**src/rtl/sp_io_pkg.sv**
```systemverilog
package sp_io_pkg;
   localparam int unsigned SP_DW   = 8;   // processor data width
   localparam int unsigned LANE_W  = 16;  // input lane width per port
   localparam int unsigned IW_FLD  = 5;   // bits per input width field
   localparam int unsigned OW_FLD  = 4;   // bits per output width field
   typedef logic [SP_DW-1:0] sp_byte_t;
endpackage

```
**src/rtl/sp_io_evt_latch.sv**
```systemverilog
module sp_io_evt_latch (
   input  logic clk,
   input  logic rst,
   input  logic clr,
   input  logic set,
   output logic flag
);
   always_ff @(posedge clk) begin
      if (rst)      flag <= 1'b0;
      else if (clr) flag <= 1'b0;
      else if (set) flag <= 1'b1;
   end

   AST_EVT_CLEAR_WINS: assert property (@(posedge clk) disable iff (rst)
      clr |=> !flag);
   AST_EVT_SETS: assert property (@(posedge clk) disable iff (rst)
      (!clr && set) |=> flag);
   AST_EVT_HOLDS: assert property (@(posedge clk) disable iff (rst)
      (!clr && !set) |=> $stable(flag));
endmodule

```
**src/rtl/sp_io_in_side.sv**
```systemverilog
module sp_io_in_side
   import sp_io_pkg::*;
#(
   parameter int unsigned             N_IN      = 4,
   parameter logic [N_IN*IW_FLD-1:0]  IN_WIDTHS = '1,
   parameter logic [N_IN-1:0]         IN_EVENT  = '0
) (
   input  logic                    clk,
   input  logic                    rst,
   input  logic                    rd_cmd,
   input  sp_byte_t                addr,
   input  logic [N_IN*LANE_W-1:0]  din,
   input  logic [N_IN-1:0]         evt,
   output sp_byte_t                rdata,
   output logic [N_IN-1:0]         rd_stb
);
   sp_byte_t          lane_val [N_IN];
   logic [N_IN-1:0]   hit;
   logic              unused_in_bits;

   assign unused_in_bits = ^din ^ ^evt;

   for (genvar k = 0; k < N_IN; k++) begin : g_port
      localparam int unsigned W = int'(IN_WIDTHS[k*IW_FLD +: IW_FLD]);
      assign hit[k] = (addr == 8'(k));

      if (IN_EVENT[k]) begin : g_evt
         logic flag;
         sp_io_evt_latch u_latch (
            .clk  (clk),
            .rst  (rst),
            .clr  (rd_cmd && hit[k]),
            .set  (evt[k]),
            .flag (flag)
         );
         assign lane_val[k] = (evt[k] || flag) ? 8'hFF : 8'h00;
         AST_EVT_LIVE_READ: assert property (@(posedge clk) disable iff (rst)
            (hit[k] && evt[k]) |-> (rdata == 8'hFF));
      end else if (W < SP_DW) begin : g_narrow
         assign lane_val[k] = {{(SP_DW-W){1'b0}}, din[k*LANE_W +: W]};
      end else begin : g_wide
         assign lane_val[k] = din[k*LANE_W +: SP_DW];
      end

      AST_RD_STB_PULSE: assert property (@(posedge clk) disable iff (rst)
         (rd_cmd && hit[k]) |=> rd_stb[k]);
      AST_RD_STB_QUIET: assert property (@(posedge clk) disable iff (rst)
         !(rd_cmd && hit[k]) |=> !rd_stb[k]);
   end

   always_comb begin
      rdata = '0;
      for (int k = 0; k < N_IN; k++)
         if (hit[k]) rdata = lane_val[k];
   end

   always_ff @(posedge clk) begin
      if (rst) rd_stb <= '0;
      else     rd_stb <= rd_cmd ? hit : '0;
   end

   AST_UNMAPPED_ZERO: assert property (@(posedge clk) disable iff (rst)
      (addr >= 8'(N_IN)) |-> (rdata == 8'h00));
endmodule

```
**src/rtl/sp_io_out_port.sv**
```systemverilog
module sp_io_out_port
   import sp_io_pkg::*;
#(
   parameter int unsigned W    = 8,
   parameter logic [7:0]  INIT = 8'h00
) (
   input  logic     clk,
   input  logic     rst,
   input  logic     wr,
   input  sp_byte_t wdata,
   output sp_byte_t dout,
   output logic     stb
);
   logic [W-1:0] data_q;
   logic         unused_wbits;

   assign unused_wbits = ^wdata;

   always_ff @(posedge clk) begin
      if (rst) begin
         data_q <= INIT[W-1:0];
         stb    <= 1'b0;
      end else begin
         if (wr) data_q <= wdata[W-1:0];
         stb <= wr;
      end
   end

   if (W < SP_DW) begin : g_pad
      assign dout = {{(SP_DW-W){1'b0}}, data_q};
   end else begin : g_full
      assign dout = data_q;
   end

   AST_OUT_INIT: assert property (@(posedge clk)
      rst |=> (data_q == INIT[W-1:0]));
   AST_OUT_LOAD: assert property (@(posedge clk) disable iff (rst)
      wr |=> (data_q == $past(wdata[W-1:0])));
   AST_OUT_HOLD: assert property (@(posedge clk) disable iff (rst)
      !wr |=> $stable(data_q));
   AST_WR_STB_ONE: assert property (@(posedge clk) disable iff (rst)
      stb |=> !stb || $past(wr));
endmodule

```
**src/rtl/sp_io_unit.sv**
```systemverilog
module sp_io_unit
   import sp_io_pkg::*;
#(
   parameter int unsigned               N_IN           = 4,
   parameter logic [N_IN*IW_FLD-1:0]    IN_WIDTHS      = {5'd1, 5'd12, 5'd8, 5'd5},
   parameter logic [N_IN-1:0]           IN_EVENT       = 4'b1000,
   parameter int unsigned               N_OUT          = 3,
   parameter logic [N_OUT*OW_FLD-1:0]   OUT_WIDTHS     = {4'd6, 4'd3, 4'd8},
   parameter logic [N_OUT*8-1:0]        OUT_INIT       = {8'h2A, 8'h05, 8'h00},
   parameter bit                        RST_ACTIVE_LOW = 1'b0
) (
   input  logic                       clk,
   input  logic                       i_rst,
   input  logic                       i_rd_cmd,
   input  logic                       i_wr_cmd,
   input  logic [7:0]                 i_addr,
   input  logic [7:0]                 i_wdata,
   input  logic [N_IN*LANE_W-1:0]     i_din,
   input  logic [N_IN-1:0]            i_evt,
   output logic [7:0]                 o_rdata,
   output logic [N_IN-1:0]            o_rd_stb,
   output logic [N_OUT-1:0]           o_wr_stb,
   output logic [N_OUT*8-1:0]         o_dout
);
   logic rst;

   if (N_IN < 1 || N_IN > 256) begin : g_bad_nin
      $error("sp_io_unit: N_IN must be 1..256");
   end
   if (N_OUT < 1 || N_OUT > 256) begin : g_bad_nout
      $error("sp_io_unit: N_OUT must be 1..256");
   end

   if (RST_ACTIVE_LOW) begin : g_rst_n
      assign rst = ~i_rst;
   end else begin : g_rst_p
      assign rst = i_rst;
   end

   for (genvar k = 0; k < N_IN; k++) begin : g_chk_iw
      if (IN_WIDTHS[k*IW_FLD +: IW_FLD] == 0 || int'(IN_WIDTHS[k*IW_FLD +: IW_FLD]) > LANE_W) begin : g_bad
         $error("sp_io_unit: input width out of range");
      end
   end

   sp_io_in_side #(
      .N_IN      (N_IN),
      .IN_WIDTHS (IN_WIDTHS),
      .IN_EVENT  (IN_EVENT)
   ) u_in (
      .clk    (clk),
      .rst    (rst),
      .rd_cmd (i_rd_cmd),
      .addr   (i_addr),
      .din    (i_din),
      .evt    (i_evt),
      .rdata  (o_rdata),
      .rd_stb (o_rd_stb)
   );

   for (genvar k = 0; k < N_OUT; k++) begin : g_out
      localparam int unsigned OW = int'(OUT_WIDTHS[k*OW_FLD +: OW_FLD]);
      if (OW == 0 || OW > SP_DW) begin : g_bad
         $error("sp_io_unit: output width out of range");
      end
      sp_io_out_port #(
         .W    (OW),
         .INIT (OUT_INIT[k*8 +: 8])
      ) u_port (
         .clk   (clk),
         .rst   (rst),
         .wr    (i_wr_cmd && (i_addr == 8'(k))),
         .wdata (i_wdata),
         .dout  (o_dout[k*8 +: 8]),
         .stb   (o_wr_stb[k])
      );
   end

   AST_WR_STB_SINGLE: assert property (@(posedge clk) disable iff (rst)
      $onehot0(o_wr_stb));
   AST_RD_STB_SINGLE: assert property (@(posedge clk) disable iff (rst)
      $onehot0(o_rd_stb));
   AST_RESET_QUIET: assert property (@(posedge clk)
      rst |=> (o_rd_stb == '0 && o_wr_stb == '0));
endmodule

```
**config.mk**
```make
export PLATFORM = sky130hd
export DESIGN_NAME = sp_io_unit
export DESIGN_NICKNAME = d
export VERILOG_FILES = /design/src/rtl/sp_io_pkg.sv /design/src/rtl/sp_io_evt_latch.sv /design/src/rtl/sp_io_in_side.sv /design/src/rtl/sp_io_out_port.sv /design/src/rtl/sp_io_unit.sv
export SDC_FILE = /design/constraint.sdc
export NUM_CORES = 1
export LEC_CHECK = 0
export ABC_AREA = 1
export BUFFER_PORTS_ARGS = -buffer_cell sky130_fd_sc_hd__buf_2
export CORE_UTILIZATION = 37
export DETAILED_ROUTE_END_ITERATION = 8
export PLACE_DENSITY_LB_ADDON = 0.12
export SKIP_LAST_GASP = 1
export SYNTH_ARGS = -nofsm -noshare
export SYNTH_HDL_FRONTEND = slang
export SYNTH_SLANG_ARGS = --single-unit
```
**constraint.sdc**
```tcl
create_clock -name clk -period 1 [get_ports clk]
set_clock_uncertainty 0.05 [all_clocks]
set_input_delay 0 -clock clk [delete_from_list [all_inputs] [get_ports clk]]
set_output_delay 0 -clock clk [all_outputs]
set_load 0.02 [all_outputs]
```
==> flow_summary.json <==
{
  "rows": 21,
  "cts.sinks": 25,
  "status": "finished, violations left",
  "fin_util_pct": 59.58,
  "remaining_drc_errors": 0,
  "htreeDepth": 1,
  "cts_max_path_buffers": 2,
  "netlist_instances": 180,
  "slew_violations": 0,
  "grtUsageTotal_pct": 18.64,
  "yosysUniqueCellTypes": 27,
  "hold_violations": 0,
  "synth_edf_count": 0,
  "wirelength_um": 3498,
  "async_flop_share_pct": 0,
  "cts_made_buffers": 3,
  "final_net_count": 362,
  "seq_area_frac_synth_pct": 36.63,
  "antenna_left": 0,
  "viasPerCell": 4.451,
  "synth_seq_cells": 25,
  "fillers": 332,
  "worstSetupPathType": "register to output port",
  "diodes": 0,
  "multiInputGateArea_um2": 726.9,
  "vdd_ir_drop_max_v": 0.0005614,
  "maxCapViolCount": 0,
  "num_vias": 1420,
  "first_iter_violations": 73,
  "dieArea_um2": 3939,
  "fmax_ghz": 0.8180,
  "ioPinCount": 127,
  "io_buffers": 73,
  "grt_pass1_vias": 1307,
  "tns_ns": -1.572,
  "clk_latency_ns": 0.26,
  "initial_core_util_pct": 39.69,
  "cp.arrival_ns": 1.17,
  "yosys_warnings": 0,
  "rsz0062_at_grt": "true",
  "area.sequential_um2": 501.7,
  "grt.overflow.total": 0,
  "wl_per_cell_um": 10.97,
  "place_congestion": 0.8174,
  "period_share_pct": 122.3,
  "drive_above_1_share_pct": 46.15,
  "grt_max_degree": 16,
  "violations": "setup timing",
  "cp.required_ns": 0.95,
  "min_period_ns": 1.223,
  "post-dp-hpwl_um": 2713,
  "cp-end-kind": "output port",
  "path_max_fanout": 8,
  "ctsRootBufferMaster": "clkbuf_8",
  "static-leakage-power_uw": 0.001073,
  "setup_viol": 8,
  "firstDrtPassIters": 4,
  "syn_area_um2": 1366,
  "cts_tree": "done",
  "synth_ff_type": "dfxtp_1",
  "postSynthAreaPerCell_um2": 7.591,
  "antenna_found_initial": 0,
  "die_w_um": 62.77,
  "start_kind": "register",
  "hold_path_class": "primary input to register",
  "die-height_um": 62.77,
  "clk_pin_slew_ns": 0.09,
  "syn2layout_area_growth_pct": 50.09,
  "powerDensity_nw_per_um2": 940.0,
  "worst_slack_ns": -0.2225,
  "core_um2": 3442,
  "grt_pass1_wl_um": 5740
}
==> metal layers <==
metal	wire length (µm)	global-route usage (%)	part of all wire [%]	vias to the layer above
met3	177	3.285	5.1	2
met5	0	0	0	-
li1	-	-	-	753
met2	1449	28.26	41	62
met4	28	5.233	0.80	0
met1	1843	26.79	53	603
==> cells in the final DEF (no fill, tap or decap), drive strengths merged <==
| cell type | netlist | final |
|---|---|---|
| buf | 13 | 87 |
| nand2 | 42 | 42 |
| nor2 | 34 | 34 |
| dfxtp | 25 | 25 |
| nand3 | 19 | 19 |
| inv | 16 | 16 |
| dlygate4sd3 | 0 | 10 |
| o21ai | 9 | 9 |
| conb | 1 | 7 |
| a21oi | 6 | 6 |
| nand4 | 5 | 5 |
| o2111ai | 3 | 3 |
| clkbuf | 1 | 3 |
| nor3 | 2 | 2 |
| o211ai | 1 | 1 |
| clkinv | 1 | 1 |
| nor4 | 1 | 1 |
| a31oi | 1 | 1 |
| clkinvlp | 0 | 1 |
==> timing repair <==
item,4_1_cts,5_1_grt
setup endpoints to repair,8,14
buffers inserted,1,0
pin swaps,3,0
endpoints found under the hold margin,21,0
gates cloned,0,1
gates resized for setup,14,8
hold buffers,10,0
==> through the flow <==
stage                     hold slack, ns  area (µm²)  setup WS (ns)  cells  power, µW
after floorplan                  0.01907        1389         0.1057    186       1180
after global placement            0.1745        1805       -0.08895    303       1306
after detailed placement          0.1719        1805       -0.09647    303       1305
after CTS                        0.01810        2021        -0.2348    318       1931
after global routing            0.007913        2051        -0.2887    319       2021
final                            0.02065        2051        -0.2225    319       1928
==> area by class of cell <==
class / instances / area share [%]
Inverter: 17 / 3.722
Clock buffer: 3 / 2.013
Timing Repair Buffer: 97 / 31.18
Clock inverter: 1 / 0.3661
Multi-Input combinational cell: 130 / 35.45
Tap cell: 46 / 2.807
Sequential cell: 25 / 24.47
==> worst max-delay path: stages (launching register included) <==
cell	delay, ns
dfxtp_2	0.34
o211ai_4	0.17
buf_12	0.15
nand4_1	0.08
buf_4	0.17
==> cell usage after synthesis (2+ instances only) <==
library cell  number  area share [%]
nand3_2            2             1.5
o2111ai_1          3             1.9
o21ai_1            8             2.9
nor2_4             5             4.1
inv_2              5             1.4
nand3_1           17             6.2
nor2_2             7             3.2
buf_6              2             1.6
nand2_4            2             1.6
dfxtp_1           25              37
nand4_1            5             2.3
buf_4             11             6.0
nor3_1             2            0.73
inv_1             11             3.0
nand2_2            3             1.4
a21oi_1            6             2.2
nor2_1            21             5.8
nand2_1           36             9.9
==> report_power, final <==
group          leakage, µW  switching, µW  internal (µW)
registers         0.000202           3.41           1000
clock network    0.0000217            321            282
logic             0.000849            174            148
total              0.00107            498           1430
==> state kept, by name, indices dropped and copies added, names as in the netlist <==
register                        flops
g_out.u_port.stb                    3
u_in.rd_stb                         4
g_out.u_port.data_q                 9
u_in.g_port.g_evt.u_latch.flag      1
g_out.u_port.dout                   8
==> final timing paths <==
check,startpoint,endpoint,slack [ns],cells after the start
max reg2reg,u_in.g_port[3].g_evt.u_latch.flag$_SDFFE_PP0P_,u_in.g_port[3].g_evt.u_latch.flag$_SDFFE_PP0P_,0.29,2
max,u_in.g_port[3].g_evt.u_latch.flag$_SDFFE_PP0P_,o_rdata[4],-0.22,4
min,i_evt[3],u_in.g_port[3].g_evt.u_latch.flag$_SDFFE_PP0P_,0.02,3
min reg2reg,g_out[2].u_port.data_q[4]$_SDFFE_PP0P_,g_out[2].u_port.data_q[4]$_SDFFE_PP0P_,0.42,2
==> cells by family after synthesis <==
logic type / count (synthesis) / share of synthesized area, %
AND/OR/NAND/NOR: 103 / 40.11
buffers and inverters: 31 / 13.55
flip-flops: 25 / 36.63
AO/OA/AOI/OAI: 20 / 9.433
other: 1 / 0.2745
Power figures use the tool's default switching activity.
